<file path="src/rtl/slru_pkg.sv">
package slru_pkg;

    // Segment a line belongs to
    typedef enum logic {
        SEG_PROB = 1'b0,
        SEG_PROT = 1'b1
    } seg_e;

    // Decoded per-cycle event
    typedef enum logic [1:0] {
        EV_IDLE = 2'd0,
        EV_HIT  = 2'd1,
        EV_FILL = 2'd2,
        EV_DROP = 2'd3
    } ev_e;

endpackage

</file>
<file path="src/rtl/slru_line_next.sv">
module slru_line_next
    import slru_pkg::*;
#(
    parameter int LINES    = 8,
    parameter int PROT_CAP = 3,
    localparam int RW      = (LINES > 1) ? $clog2(LINES) : 1
) (
    input  ev_e           ev,
    input  logic          is_tgt,
    input  logic          cur_valid,
    input  logic          cur_seg,
    input  logic [RW-1:0] cur_rank,
    input  logic          tgt_valid,
    input  logic          tgt_seg,
    input  logic [RW-1:0] tgt_rank,
    input  logic          prot_full,
    output logic          nxt_valid,
    output logic          nxt_seg,
    output logic [RW-1:0] nxt_rank
);

    localparam logic [RW-1:0] PROT_LAST = RW'(PROT_CAP - 1);

    logic          same_seg_older;
    logic [RW-1:0] closed_rank;

    // Rank after the target has been taken out of its segment
    always_comb begin
        same_seg_older = tgt_valid && (cur_seg == tgt_seg) && (cur_rank > tgt_rank);
        closed_rank    = same_seg_older ? (cur_rank - RW'(1)) : cur_rank;
    end

    always_comb begin
        nxt_valid = cur_valid;
        nxt_seg   = cur_seg;
        nxt_rank  = cur_rank;
        unique case (ev)
            EV_IDLE, EV_DROP: begin
                nxt_valid = cur_valid;
            end
            EV_HIT: begin
                if (is_tgt) begin
                    nxt_seg  = SEG_PROT;
                    nxt_rank = '0;
                end else if (cur_valid) begin
                    if (tgt_seg == SEG_PROT) begin
                        // reorder inside the protected segment
                        if (cur_seg == SEG_PROT && cur_rank < tgt_rank)
                            nxt_rank = cur_rank + RW'(1);
                    end else begin
                        // promotion out of probation
                        if (cur_seg == SEG_PROB) begin
                            nxt_rank = prot_full ? (closed_rank + RW'(1)) : closed_rank;
                        end else if (prot_full && cur_rank == PROT_LAST) begin
                            nxt_seg  = SEG_PROB;
                            nxt_rank = '0;
                        end else begin
                            nxt_rank = cur_rank + RW'(1);
                        end
                    end
                end
            end
            EV_FILL: begin
                if (is_tgt) begin
                    nxt_valid = 1'b1;
                    nxt_seg   = SEG_PROB;
                    nxt_rank  = '0;
                end else if (cur_valid) begin
                    nxt_rank = (cur_seg == SEG_PROB) ? (closed_rank + RW'(1)) : closed_rank;
                end
            end
            default: begin
                nxt_valid = cur_valid;
            end
        endcase
    end

endmodule

</file>
<file path="src/rtl/slru_seg_count.sv">
module slru_seg_count #(
    parameter int LINES = 8,
    localparam int CW   = $clog2(LINES + 1)
) (
    input  logic [LINES-1:0] valid,
    input  logic [LINES-1:0] seg,
    output logic [CW-1:0]    prob_cnt,
    output logic [CW-1:0]    prot_cnt
);

    always_comb begin
        prob_cnt = '0;
        prot_cnt = '0;
        for (int i = 0; i < LINES; i++) begin
            if (valid[i] && seg[i])  prot_cnt = prot_cnt + CW'(1);
            if (valid[i] && !seg[i]) prob_cnt = prob_cnt + CW'(1);
        end
    end

endmodule

</file>
<file path="src/rtl/slru_victim_pick.sv">
module slru_victim_pick #(
    parameter int LINES = 8,
    localparam int RW   = (LINES > 1) ? $clog2(LINES) : 1,
    localparam int CW   = $clog2(LINES + 1)
) (
    input  logic [LINES-1:0] valid,
    input  logic [LINES-1:0] seg,
    input  logic [RW-1:0]    rank [LINES],
    input  logic [CW-1:0]    prob_cnt,
    input  logic [CW-1:0]    prot_cnt,
    output logic [RW-1:0]    victim_idx,
    output logic             victim_free
);

    logic [RW-1:0] free_idx, prob_idx, prot_idx;
    logic          any_free;

    always_comb begin
        free_idx = '0;
        prob_idx = '0;
        prot_idx = '0;
        any_free = 1'b0;
        for (int i = LINES - 1; i >= 0; i--) begin
            if (!valid[i]) begin
                free_idx = RW'(i);
                any_free = 1'b1;
            end
            if (valid[i] && !seg[i] && int'(rank[i]) == int'(prob_cnt) - 1)
                prob_idx = RW'(i);
            if (valid[i] && seg[i] && int'(rank[i]) == int'(prot_cnt) - 1)
                prot_idx = RW'(i);
        end
    end

    always_comb begin
        victim_free = any_free;
        if (any_free)
            victim_idx = free_idx;
        else if (prob_cnt != '0)
            victim_idx = prob_idx;
        else
            victim_idx = prot_idx;
    end

endmodule

</file>
<file path="src/rtl/slru_ctrl.sv">
module slru_ctrl
    import slru_pkg::*;
#(
    parameter int LINES    = 8,
    parameter int PROT_CAP = 3,
    localparam int RW      = (LINES > 1) ? $clog2(LINES) : 1,
    localparam int CW      = $clog2(LINES + 1)
) (
    input  logic          clk,
    input  logic          rst_n,
    input  logic          hit_en,
    input  logic [RW-1:0] hit_idx,
    input  logic          fill_en,
    input  logic [RW-1:0] fill_idx,
    output logic [RW-1:0] victim_idx,
    output logic          victim_free
);

    logic [LINES-1:0] valid_vec, seg_vec;
    logic [RW-1:0]    rank_arr [LINES];
    logic [LINES-1:0] nxt_valid, nxt_seg;
    logic [RW-1:0]    nxt_rank [LINES];
    logic [CW-1:0]    prob_cnt, prot_cnt;

    ev_e           ev;
    logic [RW-1:0] tgt_idx;
    logic          tgt_valid, tgt_seg, prot_full;
    logic [RW-1:0] tgt_rank;

    // Event decode: hit has priority over fill
    always_comb begin
        tgt_idx = hit_idx;
        unique casez ({hit_en, fill_en})
            2'b1?: begin
                ev      = valid_vec[hit_idx] ? EV_HIT : EV_DROP;
                tgt_idx = hit_idx;
            end
            2'b01: begin
                ev      = EV_FILL;
                tgt_idx = fill_idx;
            end
            default: begin
                ev      = EV_IDLE;
                tgt_idx = hit_idx;
            end
        endcase
    end

    always_comb begin
        tgt_valid = valid_vec[tgt_idx];
        tgt_seg   = seg_vec[tgt_idx];
        tgt_rank  = rank_arr[tgt_idx];
        prot_full = int'(prot_cnt) >= PROT_CAP;
    end

    slru_seg_count #(.LINES(LINES)) u_count (
        .valid    (valid_vec),
        .seg      (seg_vec),
        .prob_cnt (prob_cnt),
        .prot_cnt (prot_cnt)
    );

    for (genvar g = 0; g < LINES; g++) begin : g_line
        slru_line_next #(.LINES(LINES), .PROT_CAP(PROT_CAP)) u_next (
            .ev        (ev),
            .is_tgt    (tgt_idx == RW'(g)),
            .cur_valid (valid_vec[g]),
            .cur_seg   (seg_vec[g]),
            .cur_rank  (rank_arr[g]),
            .tgt_valid (tgt_valid),
            .tgt_seg   (tgt_seg),
            .tgt_rank  (tgt_rank),
            .prot_full (prot_full),
            .nxt_valid (nxt_valid[g]),
            .nxt_seg   (nxt_seg[g]),
            .nxt_rank  (nxt_rank[g])
        );
    end

    // State register
    always_ff @(posedge clk or negedge rst_n) begin
        if (!rst_n) begin
            valid_vec <= '0;
            seg_vec   <= '0;
            for (int i = 0; i < LINES; i++) rank_arr[i] <= '0;
        end else begin
            valid_vec <= nxt_valid;
            seg_vec   <= nxt_seg;
            for (int i = 0; i < LINES; i++) rank_arr[i] <= nxt_rank[i];
        end
    end

    // Outputs
    slru_victim_pick #(.LINES(LINES)) u_pick (
        .valid       (valid_vec),
        .seg         (seg_vec),
        .rank        (rank_arr),
        .prob_cnt    (prob_cnt),
        .prot_cnt    (prot_cnt),
        .victim_idx  (victim_idx),
        .victim_free (victim_free)
    );

endmodule

</file>
<file path="config.mk">
export PLATFORM = sky130hd
export DESIGN_NAME = slru_ctrl
export DESIGN_NICKNAME = d
export VERILOG_FILES = /design/src/rtl/slru_pkg.sv /design/src/rtl/slru_line_next.sv /design/src/rtl/slru_seg_count.sv /design/src/rtl/slru_victim_pick.sv /design/src/rtl/slru_ctrl.sv
export SDC_FILE = /design/constraint.sdc
export NUM_CORES = 1
export LEC_CHECK = 0
export BUFFER_PORTS_ARGS = -buffer_cell sky130_fd_sc_hd__buf_2
export CORE_ASPECT_RATIO = 1.5
export CORE_MARGIN = 10
export CORE_UTILIZATION = 40
export DETAILED_ROUTE_END_ITERATION = 10
export GPL_ROUTABILITY_DRIVEN = 1
export SLEW_MARGIN = 20
export SYNTH_ARGS = -nofsm -noshare
export SYNTH_HDL_FRONTEND = slang
export SYNTH_SLANG_ARGS = --single-unit
</file>
<file path="constraint.sdc">
create_clock -name clk -period 9.9 [get_ports clk]
set_clock_uncertainty 0.05 [all_clocks]
set_input_delay 1.485 -clock clk [delete_from_list [all_inputs] [get_ports clk]]
set_output_delay 1.485 -clock clk [all_outputs]
set_load 0.005 [all_outputs]
</file>
-- Yosys cells after proc, flatten, opt, wreduce, memory -nomap -nowiden
Cells that the tools add are included.
- input bits: 10
- output and inout port bits: 4
- flip-flop bits (word level): 40
- bitwise gates (word level): 1
- equal/unequal tests: 82
- mux-type cells: 214
- add/subtract/negate cells: 40
- $lt $le $gt $ge: 20
- reductions and logical operators: 99
- operators with widths (kind ; number):
    4-bit by 32-bit equality test with 1-bit output ; 16
    3-bit 2-to-1 mux ; 117
    3-bit by 2-bit inequality test with 1-bit output (second input constant) ; 24
    1-bit logical AND ; 64
    4-bit AND reduction ; 16
    1-bit 2-to-1 mux ; 61
    4-bit 2-to-1 mux ; 14
    3-bit by 1-bit adder with 3-bit output (second input constant) ; 16
    4-bit by 1-bit adder with 4-bit output (second input constant) ; 12
    3-bit one-hot mux with 2 select lines ; 8
    3-bit by 2-bit equality test with 1-bit output (second input constant) ; 10
    4-bit by 2-bit inequality test with 1-bit output (second input constant) ; 7
    3-bit > comparator ; 8
    3-bit < comparator ; 8
    3-bit by 1-bit subtractor with 3-bit output (second input constant) ; 8
    2-bit by 1-bit inequality test with 1-bit output (second input constant) ; 8
    1-bit one-hot mux with 2 select lines ; 8
    2-bit AND reduction ; 8
    3-bit equality test (second input constant) ; 4
    4-bit by 1-bit subtractor with 5-bit output (second input constant) ; 2
    1-bit binary-select mux with 3-bit select ; 3
    3-bit binary-select mux with 3-bit select ; 1
    1-bit equality test ; 8
    1-bit logical NOT ; 8
    14 further kinds ; 17

-- Depth between registers and ports, before layout
- word-level depth: 30
- gate-level depth with buffers: 30
- mapped depth without buffers: 28

-- Hierarchy
Synthesis repeated with hierarchy kept, for this count alone.
- cell total of the unflattened synthesis: 1255
- area, all modules: 9494.1 sq um
- by module, submodules not included (module ; cells an instance ; sequential area each (sq um) ; area each (sq um) ; instances):
    slru_line_next ; 102 ; 0.0 ; 673.1 ; 8
    slru_ctrl ; 111 ; 1001.0 ; 1600.3 ; 1
    slru_victim_pick ; 187 ; 0.0 ; 1398.8 ; 1
    slru_seg_count ; 141 ; 0.0 ; 1109.8 ; 1

-- Worst setup path before layout
No wires, ideal clock.
- path type: reg-to-output
- from: register seg_vec[1]
- to: output victim_idx[1]
- arrival time: 5933 ps
- path buffers: 2
- data required time: 8365 ps
- stages on the path, launching flop included: 29
- path slack: 2432 ps
- cell sequence: dfrtp_1 buf_1 nand2b_1 inv_1 ha_1 xnor2_1 ha_1 mux2_2 ha_1 or3b_2 o41ai_1 nor2_1 ha_1 nand2_1 o31ai_1 ha_1 mux2_2 ha_1 mux2i_1 ha_1 clkbuf_1 xnor2_1 nor2_1 and2_1 a221oi_1 a21oi_1 a21bo_2 a31oi_1 o31ai_1
- cells in the longest elaborated chain, start to end: 28
- ends and longest elaborated chain (what ; RTL line ; text):
    from (decl) ; slru_ctrl.sv:19 ; logic [LINES-1:0] valid_vec, seg_vec;
    from (signal assigned) ; slru_ctrl.sv:88 ; seg_vec <= nxt_seg;
    1-bit logical NOT ; slru_seg_count.sv:16, slru_victim_pick.sv:28 ;
    1-bit logical AND ; slru_seg_count.sv:16, slru_victim_pick.sv:28 ;
    4-bit 2-to-1 mux ; slru_seg_count.sv:16 ; if (valid[i] && !seg[i]) prob_cnt = prob_cnt + CW'(1);
    4-bit by 1-bit adder with 4-bit output ; slru_seg_count.sv:16 ;
    4-bit 2-to-1 mux ; slru_seg_count.sv:16 ;
    4-bit by 1-bit adder with 4-bit output ; slru_seg_count.sv:16 ;
    4-bit 2-to-1 mux ; slru_seg_count.sv:16 ;
    4-bit by 1-bit adder with 4-bit output ; slru_seg_count.sv:16 ;
    [5 not listed] ; -- ;
    4-bit by 1-bit adder with 4-bit output ; slru_seg_count.sv:16 ;
    4-bit 2-to-1 mux ; slru_seg_count.sv:16 ;
    4-bit by 1-bit subtractor with 5-bit output ; slru_victim_pick.sv:28 ; if (valid[i] && !seg[i] && int'(rank[i]) == int'(prob_cnt) - 1)
    4-bit by 32-bit equality test with 1-bit output ; slru_victim_pick.sv:28 ;
    1-bit logical AND ; slru_victim_pick.sv:28 ;
    3-bit 2-to-1 mux (8 in series) ; slru_victim_pick.sv:28 ;
    3-bit 2-to-1 mux * ; slru_victim_pick.sv:39 ; else if (prob_cnt != '0)
    3-bit 2-to-1 mux * ; slru_victim_pick.sv:37 ; if (any_free)
    to (decl) ; slru_ctrl.sv:15 ; output logic [RW-1:0] victim_idx,
Mark *: on every way between the ends. The rest lies on a longest branch, timed or not.

-- Worst setup path after layout
- from: register valid_vec[0]
- to: output victim_idx[2]
- cells in the longest elaborated chain, start to end: 29
- ends and longest elaborated chain (what ; RTL line ; text):
    from (decl) ; slru_ctrl.sv:19 ;
    from (signal assigned) ; slru_ctrl.sv:87 ; valid_vec <= nxt_valid;
    1-bit logical AND, on equally long branches ; -- ;
    1-bit 2-to-1 mux, on equally long branches ; slru_seg_count.sv:15, slru_seg_count.sv:16 ;
    1-bit by 1-bit adder with 2-bit output, on equally long branches ; slru_seg_count.sv:15, slru_seg_count.sv:16 ;
    4-bit 2-to-1 mux, on equally long branches ; slru_seg_count.sv:15, slru_seg_count.sv:16 ;
    4-bit by 1-bit adder with 4-bit output, on equally long branches ; slru_seg_count.sv:15, slru_seg_count.sv:16 ;
    4-bit 2-to-1 mux, on equally long branches ; slru_seg_count.sv:15, slru_seg_count.sv:16 ;
    4-bit by 1-bit adder with 4-bit output, on equally long branches ; slru_seg_count.sv:15, slru_seg_count.sv:16 ;
    4-bit 2-to-1 mux, on equally long branches ; slru_seg_count.sv:15, slru_seg_count.sv:16 ;
    [6 not listed] ; -- ;
    4-bit by 1-bit adder with 4-bit output, on equally long branches ; slru_seg_count.sv:15, slru_seg_count.sv:16 ;
    4-bit 2-to-1 mux, on equally long branches ; slru_seg_count.sv:15, slru_seg_count.sv:16 ;
    4-bit by 1-bit subtractor with 5-bit output, on equally long branches ; slru_victim_pick.sv:30, slru_victim_pick.sv:28 ;
    4-bit by 32-bit equality test with 1-bit output, on equally long branches ; slru_victim_pick.sv:30, slru_victim_pick.sv:28 ;
    1-bit logical AND, on equally long branches ; slru_victim_pick.sv:30, slru_victim_pick.sv:28 ;
    3-bit 2-to-1 mux, on equally long branches (8 in series) ; slru_victim_pick.sv:30, slru_victim_pick.sv:28 ;
    3-bit 2-to-1 mux ; slru_victim_pick.sv:39 ;
    3-bit 2-to-1 mux * ; slru_victim_pick.sv:37 ;
Marked as above.

==> impl_metrics.toml <==
[detailed_routing]
ant_nets = 0
highest_layer = "met4"
drc = 0
first_iter_violations = 662
viasPerCell = 6.35
totalWireLength_mm = 30.0
drt-pass1-iter-count = 5
wire_per_inst_um = 22.4
met1_length_mm = 11.6
dr_total_vias = 8509
met3_length_mm = 1.65
wl_met2_mm = 14.9

[global_route]
grt_usage = 0.203
grt_antenna_before_repair = 0
grt-ovfl-total = 0
grt_max_degree = 83
grt_pass1_wl_mm = 46.4
grt_pass1_vias = 8308

[synth]
syn_area_um2 = 8860
synth_edf_count = 0
ys.flop_type = "dfrtp_1"
synth_cell_type_count = 86
synth_seq_cells = 40
syn_inst = 1105
async_flop_share = 1.00
yosys_warnings = 0
ys_seq_area_frac = 0.113
syn-num-nets = 1189
syn_area_per_cell_um2 = 8.02

[sta]
slew_headroom = 0.207
worstMarginPinSlew_ns = 1.19
drv_slew = 0
period_share = 0.856
fmax_mhz = 118
rsz0062_at_grt = "no"
fin_tns_setup_ns = 0
setup_viol = 0
hold_viol_final = 0
finalCriticalPeriod_ns = 8.47

[clock_network]
cts_sinks = 40
clk_pin_slew_ns = 0.07
cts_tree = "yes"
htree_levels = 2
postCtsSetupBuffers = 0
clock_latency_ns = 0.31
cts_resized = 0
cts_root_buf = "clkbuf_16"
cts_buffer_depth = 2
cts_buffers = 5
cts_hold_buf = 0

[layout]
final_cell_mix = "nand2_1 (101), nor2_1 (89), xnor2_1 (82)"
fin_nets = 1152
drive_gt1_frac = 0.0964
diodes = 0
nFillCells = 2211
syn_to_final_growth_pct = 4.52
final_common_cell = "nand2_1"

[placed_design]
io_buffers = 13
place.gp.congestion = 0.956
dpl.hpwl_mm = 22.0

[die]
ioPinCount = 14
chipWidth_um = 142
die_y_um = 202
initial_core_util = 0.408
dieArea_um2 = 28600
rows = 66
coreArea_um2 = 21700

[run]
drv_cap = 0

[worst_setup_path]
path_class = "register to output pin"
slowest_delay_ns = 0.55
slowest_stage = "dfrtp_1"
path_max_fanout = 11
cp-end-kind = "output pin"
arrival_ns = 6.94
start_kind = "register"
required_ns = 8.37
path_common_cell = "ha_1"

[status]
outcome = "finished, final reports clean"

[min_path]
worstHoldPathType = "register to register"
[state kept, by name, summed over array words and instances, names as in the netlist]
register   cells
valid_vec      8
rank_arr      24
seg_vec        8
[kinds of logic (layout without fill, tap and decap cells)]
group	Yosys count	after routing	synth area share
compound gates	258	258	0.212
xor+xnor	132	132	0.185
fa+ha+maj	74	74	0.104
buf+inv	146	110	0.0665
flops	40	40	0.113
mux	61	61	0.0870
simple gates	394	394	0.232
[cell usage after synthesis (7+ instances only)]
library cell,number,area (µm²)
nand2_1,101,379
nor2_1,89,334
xnor2_1,82,718
ha_1,74,926
inv_1,69,259
a21oi_1,64,320
clkbuf_1,45,169
mux2i_1,43,430
dfrtp_1,40,1000
xnor3_1,29,653
nand3_1,27,135
o211ai_1,25,188
nor3_1,24,120
and2_1,23,144
a211oi_1,22,165
nand2b_1,20,125
a21o_1,19,143
nor2b_1,18,113
xor2_1,16,140
a22oi_1,15,113
buf_2,15,75.1
and3_1,14,87.6
a31oi_1,13,81.3
o31ai_1,13,97.6
mux4_2,12,270
or3_1,12,75.1
a2111oi_0,11,96.3
nand3b_1,11,82.6
nand4_1,11,68.8
a31o_2,9,78.8
o22a_1,9,78.8
a32oi_1,8,70.1
nor3b_2,8,100
o221ai_1,8,70.1
or2_2,8,50.1
buf_1,7,26.3
nor4_1,7,43.8
o21ai_0,7,35.0
[layer usage]
| layer | up-vias | global-route usage |
|---|---|---|
| met5 | - | 0 |
| met4 | 0 | 0.137 |
| met3 | 103 | 0.0206 |
| met2 | 332 | 0.347 |
| met1 | 4134 | 0.231 |
| li1 | 3940 | - |
[metrics by stage]
step	area (µm²)	cells	hold WS, ns	setup slack (ns)	util
after floorplan	8860	1105	0.568	2.43	-
after global placement	9090	1333	0.644	2.00	0.419
after detailed placement	9100	1333	0.672	1.88	0.419
after CTS	9260	1341	0.681	1.53	0.426
after global routing	9260	1341	0.719	0.941	0.426
final	9260	1341	0.692	1.43	0.426
[area by class of cell]
class | count | area [µm²] | share of cell area
Inverter | 75 | 282 | 0.0304
Clock inverter | 2 | 35.0 | 0.00378
Tap cell | 272 | 340 | 0.0367
Sequential cell | 40 | 1000 | 0.108
Clock buffer | 6 | 129 | 0.0139
Multi-Input combinational cell | 919 | 7300 | 0.789
Timing Repair Buffer | 27 | 170 | 0.0184
[worst paths after layout]
check	end	startpoint	cells past startpoint	slack, ns
worst max-delay path	victim_idx[2]	valid_vec[0]	28	1.43
worst min-delay path	valid_vec[7]	valid_vec[7]	2	0.69
worst max register to register	rank_arr[5]	seg_vec[0]	20	3.60
worst min register to register	valid_vec[7]	valid_vec[7]	2	0.69
max in group asynchronous	rank_arr[18]	rst_n	2	8.13
min in group asynchronous	rank_arr[11]	rst_n	2	1.22
[critical path, delay by kind of cell (launching register included)]
| family | cells | cell delay [ns] |
|---|---|---|
| compound gates | 6 | 0.79 |
| xor+xnor | 1 | 0.20 |
| fa+ha+maj | 7 | 2.03 |
| buf+inv | 3 | 0.40 |
| flops | 1 | 0.55 |
| mux | 4 | 1.04 |
| simple gates | 7 | 1.59 |
Power is left out: the tool's default activity adds up to more than one toggle a clock period on the data nets, which glitch-free logic cannot reach.
